**src/rtl/ibr_pkg.sv**
```systemverilog
package ibr_pkg;
  typedef enum logic [1:0] {
    WIN_DATA = 2'd0,
    WIN_CTRL = 2'd1,
    WIN_STAT = 2'd2,
    WIN_NONE = 2'd3
  } win_sel_e;

  localparam int unsigned WORD_W       = 32;
  localparam int unsigned CTRL_WR_BIT  = 31;
  localparam int unsigned STAT_RDY_BIT = 0;
  localparam int unsigned STAT_OVR_BIT = 1;
endpackage

```
**src/rtl/ibr_bank.sv**
```systemverilog
module ibr_bank #(
  parameter int unsigned DW = 32,
  parameter int unsigned AW = 6
) (
  input  logic          clk,
  input  logic          we,
  input  logic [AW-1:0] waddr,
  input  logic [DW-1:0] wdata,
  input  logic [AW-1:0] raddr,
  output logic [DW-1:0] rdata
);
  localparam int unsigned DEPTH = 1 << AW;

  logic [DW-1:0] mem [DEPTH];

  // simple dual-port, synchronous read: maps onto block RAM
  always_ff @(posedge clk) begin
    if (we) mem[waddr] <= wdata;
    rdata <= mem[raddr];
  end
endmodule

```
**src/rtl/ibr_seq.sv**
```systemverilog
module ibr_seq #(
  parameter int unsigned FAST_LAT = 4,
  parameter int unsigned SLOW_LAT = 64
) (
  input  logic clk,
  input  logic rst,
  input  logic start,
  input  logic slow,
  output logic busy,
  output logic done
);
  localparam int unsigned MAX_LAT = (SLOW_LAT > FAST_LAT) ? SLOW_LAT : FAST_LAT;
  localparam int unsigned CNT_W   = $clog2(MAX_LAT + 1);
  localparam logic [CNT_W-1:0] FAST_LOAD = CNT_W'(FAST_LAT - 1);
  localparam logic [CNT_W-1:0] SLOW_LOAD = CNT_W'(SLOW_LAT - 1);

  logic [CNT_W-1:0] cnt;

  assign done = busy && (cnt == '0);

  always_ff @(posedge clk) begin
    if (rst) begin
      busy <= 1'b0;
      cnt  <= '0;
    end else if (start) begin
      busy <= 1'b1;
      cnt  <= slow ? SLOW_LOAD : FAST_LOAD;
    end else if (done) begin
      busy <= 1'b0;
    end else if (busy) begin
      cnt <= cnt - 1'b1;
    end
  end

  // busy-span tracker for the latency checks
  logic [CNT_W:0] span;
  logic           slow_q;
  always_ff @(posedge clk) begin
    if (rst) begin
      span   <= '0;
      slow_q <= 1'b0;
    end else if (start) begin
      span   <= (CNT_W+1)'(1);
      slow_q <= slow;
    end else if (busy) begin
      span <= span + 1'b1;
    end
  end

  AST_START_IDLE: assert property (@(posedge clk) disable iff (rst) start |-> !busy);
  AST_BUSY_AFTER_START: assert property (@(posedge clk) disable iff (rst) start |=> busy);
  AST_FAST_SPAN: assert property (@(posedge clk) disable iff (rst) (done && !slow_q) |-> (int'(span) == int'(FAST_LAT)));
  AST_SLOW_SPAN: assert property (@(posedge clk) disable iff (rst) (done && slow_q) |-> (int'(span) == int'(SLOW_LAT)));
endmodule

```
**src/rtl/indirect_reg_bridge.sv**
```systemverilog
module indirect_reg_bridge
  import ibr_pkg::*;
#(
  parameter int unsigned TGT_AW    = 6,
  parameter int unsigned SLOW_BASE = 48,
  parameter int unsigned FAST_LAT  = 4,
  parameter int unsigned SLOW_LAT  = 64
) (
  input  logic        clk,
  input  logic        rst,
  input  logic [1:0]  win_sel,
  input  logic        win_wr,
  input  logic [31:0] win_wdata,
  output logic [31:0] win_rdata
);
  localparam logic [TGT_AW-1:0] SLOW_FLOOR = TGT_AW'(SLOW_BASE);

  logic              busy, done;
  logic [WORD_W-1:0] data_q, ctrl_q, bank_rd;
  logic              ovr_q;
  logic              wr_data, wr_ctrl, wr_stat, start, start_slow;
  logic [TGT_AW-1:0] tgt;
  logic              tgt_write;

  assign wr_data    = win_wr && (win_sel == WIN_DATA);
  assign wr_ctrl    = win_wr && (win_sel == WIN_CTRL);
  assign wr_stat    = win_wr && (win_sel == WIN_STAT);
  assign start      = wr_ctrl && !busy;
  assign start_slow = win_wdata[TGT_AW-1:0] >= SLOW_FLOOR;
  assign tgt        = ctrl_q[TGT_AW-1:0];
  assign tgt_write  = ctrl_q[CTRL_WR_BIT];

  ibr_seq #(.FAST_LAT(FAST_LAT), .SLOW_LAT(SLOW_LAT)) u_seq (
    .clk(clk), .rst(rst), .start(start), .slow(start_slow),
    .busy(busy), .done(done)
  );

  ibr_bank #(.DW(WORD_W), .AW(TGT_AW)) u_bank (
    .clk(clk), .we(done && tgt_write), .waddr(tgt), .wdata(data_q),
    .raddr(tgt), .rdata(bank_rd)
  );

  always_ff @(posedge clk) begin
    if (rst) begin
      data_q <= '0;
      ctrl_q <= '0;
      ovr_q  <= 1'b0;
    end else begin
      if (done && !tgt_write)  data_q <= bank_rd;
      else if (wr_data && !busy) data_q <= win_wdata;
      if (start) ctrl_q <= win_wdata;
      if (wr_ctrl && busy) ovr_q <= 1'b1;
      else if (wr_stat && win_wdata[STAT_OVR_BIT]) ovr_q <= 1'b0;
    end
  end

  always_ff @(posedge clk) begin
    if (rst) begin
      win_rdata <= '0;
    end else begin
      unique case (win_sel)
        WIN_DATA: win_rdata <= data_q;
        WIN_CTRL: win_rdata <= ctrl_q;
        WIN_STAT: win_rdata <= {30'd0, ovr_q, !busy};
        default:  win_rdata <= '0;
      endcase
    end
  end

  AST_DATA_HOLD: assert property (@(posedge clk) disable iff (rst) (busy && !done) |=> $stable(data_q));
  AST_OVR_SET: assert property (@(posedge clk) disable iff (rst) (wr_ctrl && busy) |=> ovr_q);
  AST_CTRL_HOLD: assert property (@(posedge clk) disable iff (rst) busy |=> $stable(ctrl_q));
endmodule

```
**config.mk**
```make
export PLATFORM = sky130hd
export DESIGN_NAME = indirect_reg_bridge
export DESIGN_NICKNAME = d
export VERILOG_FILES = /design/src/rtl/ibr_pkg.sv /design/src/rtl/ibr_bank.sv /design/src/rtl/ibr_seq.sv /design/src/rtl/indirect_reg_bridge.sv
export SDC_FILE = /design/constraint.sdc
export NUM_CORES = 2
export LEC_CHECK = 0
export BUFFER_PORTS_ARGS = -buffer_cell sky130_fd_sc_hd__buf_2
export CAP_MARGIN = 20
export CORE_AREA = 3 3 411 413
export CTS_CLUSTER_DIAMETER = 50
export DETAILED_ROUTE_END_ITERATION = 16
export DIE_AREA = 0 0 414 416
export GPL_TIMING_DRIVEN = 0
export PLACE_DENSITY = 0.65
export SKIP_LAST_GASP = 1
export SLEW_MARGIN = 20
export SYNTH_ARGS = -nofsm -noshare
export SYNTH_HDL_FRONTEND = slang
export SYNTH_SLANG_ARGS = --single-unit
```
**constraint.sdc**
```tcl
create_clock -name clk -period 4.32 [get_ports clk]
set_input_delay 0.648 -clock clk [delete_from_list [all_inputs] [get_ports clk]]
set_output_delay 0.648 -clock clk [all_outputs]
set_load 0.02 [all_outputs]
```
==> flow_metrics.py <==
metrics = {
    "outcome": {
        "run_status": "complete, but fails checks",
        "violations": "setup timing",
    },
    "grt": {
        "grt_antenna_before_repair": 25,
        "grt_pass1_wl_um": 371200,
        "grt_pass1_vias": 46960,
        "grt-ovfl-total": 0,
        "grt_start_max_net_pins": 67,
        "grt_usage_pct": 30.96,
    },
    "pwr": {
        "p_leak_nw": 30.53,
        "ir_drop_v": 0.0004703,
        "power_density_nw_per_um2": 452.3,
    },
    "sta": {
        "fmax_mhz": 217.9,
        "hold_viol": 0,
        "rsz0062_at_grt": "yes",
        "finClkSkew_ns": 0.03232,
        "worst_slack_ns": -0.2687,
        "setup_viol": 67,
        "tightest_slew_ns": 1.330,
        "timing.slew.headroom_pct": 11.32,
        "report.final.slew_viol_count": 0,
        "period_share_pct": 106.2,
        "period_needed_ns": 4.589,
    },
    "job": {
        "cap_violations": 0,
    },
    "worst_setup_path": {
        "r2r_start": "ctrl_q[0]",
        "cp_max_fo": 12,
        "reg2reg_depth": 7,
        "end_kind": "flop",
        "rr_endpoint": "u_bank.rdata[6]",
        "reg2reg_slack_ns": -0.27,
        "slowest_stage": "clkbuf_1",
        "crit_required_ns": 4.81,
        "slowest_delay_ns": 1.01,
        "crit_type": "flop to flop",
        "crit_chain": "buf_4, clkinv_1, clkbuf_1, buf_1, a211oi_1, o21ai_0, nand4_1",
        "cp-start-kind": "flop",
        "arrival_ns": 5.08,
    },
    "die": {
        "initial_core_util_pct": 50.13,
        "io_pins": 69,
        "die_y_um": 416,
        "die_w_um": 414,
        "die-area_um2": 172200,
        "row_count": 149,
        "core_um2": 165200,
    },
    "final_layout": {
        "final_core_util_pct": 58.21,
        "finalNetCount": 5038,
        "drive_above_1_share_pct": 20.78,
        "final_common_cell": "edfxtp_1",
        "final_cell_mix": "edfxtp_1 (2048), a22oi_1 (326), clkbuf_16 (218), mux2i_1 (205), clkbuf_1 (203)",
        "area_growth_pct": 16.13,
    },
    "synth": {
        "yosysTopAreaCell": "edfxtp_1",
        "netlist_area_um2": 82800,
        "seq_area_frac_synth_pct": 77.59,
        "synth_cell_types": 66,
        "synth_fa_ha_area_share_pct": 0.03022,
        "synth_edf_count": 2048,
        "synthSimpleGateAreaFrac_pct": 2.599,
        "synth-xor-area-share_pct": 0.01058,
        "yosys_warnings": 0,
        "syn_area_per_cell_um2": 18.05,
        "synth-main-ff-cell": "edfxtp_1",
        "synth.ff_latch_count": 2185,
        "syn-num-nets": 4627,
        "synth_compound_area_share_pct": 9.772,
        "muxShareOfSynthArea_pct": 8.000,
        "synth_top_family_by_area": "compound AO/OA/AOI/OAI gates",
        "syn_inst": 4588,
        "synth_top_area_share_pct": 74.27,
        "yosys-top-cells-area": "edfxtp_1 (74%), dfxtp_1 (3.3%), mux4_2 (3.0%)",
        "synthArstFlopShare_pct": 0,
    },
    "cts": {
        "root_buffer": "clkbuf_16",
        "cts_hold_buf": 0,
        "cts-htree-levels": 4,
        "cts_tree": "built",
        "clk_latency_ns": 0.87,
        "path_clk_slew_ns": 0.06,
        "numCtsBuffers": 212,
        "clock_sinks": 2185,
        "clock_path_buffers": 3,
    },
    "routing": {
        "wl_per_cell_um": 36.59,
        "vias": 49940,
        "routed_wl_um": 270100,
        "ant_nets": 0,
        "first_pass_iters": 10,
        "drc_errors": 0,
        "first_iter_violations": 9143,
        "viasPerCell": 6.765,
    },
    "worst_hold_path": {
        "worstHoldStart": "win_wdata[22]",
        "hp-class": "input port to flop",
        "hold_depth": 3,
        "hold_path_end": "ctrl_q[22]",
    },
    "placed_design": {
        "io_buffers": 67,
        "place_ws_ns": -0.4819,
        "dp_hpwl_um": 183900,
        "gp_congestion": 1.102,
    },
}
==> timing repair <==
action / in CTS / in global routing
buffers inserted: 25 / 3
endpoints found under the setup margin: 688 / 418
pin swaps: 11 / 4
gates resized for setup: 13 / 13
==> per-layer routing <==
metal,share of wire [%],GRT usage (%),up-vias
met5,0.14,1.111,-
met4,6.5,16.75,22
met3,14,11.15,803
met2,43,44.72,3774
met1,36,41.02,25550
li1,-,-,19790
==> critical path: cells and delay by family, from the launching register on <==
kind	cells	cell delay [ns]
buffers and inverters	4	2.21
AO/OA/AOI/OAI	2	0.92
AND/OR/NAND/NOR	1	0.73
flip-flops	1	0.34
==> report_power, final <==
part           internal, mW  leakage, nW  switching, mW
combinational         0.517         7.20           1.34
sequential             23.2         20.0          0.271
clock                  10.2         3.30           7.99
total                  33.9         30.5           9.60
==> cell usage after synthesis (all sizes together) (28+ instances only) <==
| master | n |
|---|---|
| mux4 | 111 |
| a221o | 39 |
| a21boi | 28 |
| a21oi | 169 |
| clkbuf | 164 |
| o21ai | 52 |
| nor2 | 153 |
| edfxtp | 2048 |
| mux2i | 206 |
| buf | 164 |
| a221oi | 174 |
| a22oi | 329 |
| a211oi | 35 |
| nand4 | 43 |
| a222oi | 28 |
| nand2 | 175 |
| o22ai | 90 |
| dfxtp | 137 |
| mux2 | 182 |
==> cells by family (layout without fill, tap and decap cells) <==
family,count (synthesis),after routing
AOI/OAI and AO/OA,1095,1095
xor gates and xnor gates,1,1
adders and majority gates,2,2
buffers and inverters,341,930
DFF,2185,2185
muxes,499,499
other,0,16
and+or+nand+nor,465,465
==> area by class of cell <==
type	instances	area (um2)
multi-input combinational	2062	17490
antenna	16	40.04
inverter	13	48.80
clock inverter	119	1072
clock buffer	273	5682
timing repair buffer	201	3107
buffer	324	1610
sequential	2185	64360
fill	12240	69020
tap	2189	2739
==> stage by stage <==
stage	TNS [ns]	power (mW)	hold slack (ns)	std cells	area [um2]
6_report	-8.294	43.49	0.06520	7382	96150
5_1_grt	-4.514	44.39	0.04685	7367	96110
3_3_place_gp	-3466.46	25.59	0.4444	6844	85870
3_5_place_dp	-123.98	25.63	0.4484	6942	88820
4_1_cts	-1.442	43.40	0.02304	7358	95920
2_1_floorplan	0	24.63	0.4360	4588	82800
==> state kept, by name, summed over array words and instances (netlist names) <==
| name | count |
|---|---|
| u_seq.busy | 1 |
| ctrl_q | 32 |
| win_rdata | 32 |
| data_q | 32 |
| u_bank.rdata | 32 |
| ovr_q | 1 |
| u_bank.mem | 2048 |
| u_seq.cnt | 7 |
==> worst max path at each step <==
stage	from	endpoint	depth (start not counted)
finish	ctrl_q[0]	u_bank.rdata[6]	7
global route	ctrl_q[0]	u_bank.rdata[4]	8
CTS	u_seq.cnt[0]	u_bank.mem[41][12]	7
detailed placement	ctrl_q[0]	u_bank.mem[23][6]	8
global placement	ctrl_q[0]	u_bank.mem[47][27]	7
floorplan	u_seq.cnt[0]	u_bank.mem[0][0]	6
Power figures use the tool's default switching activity.
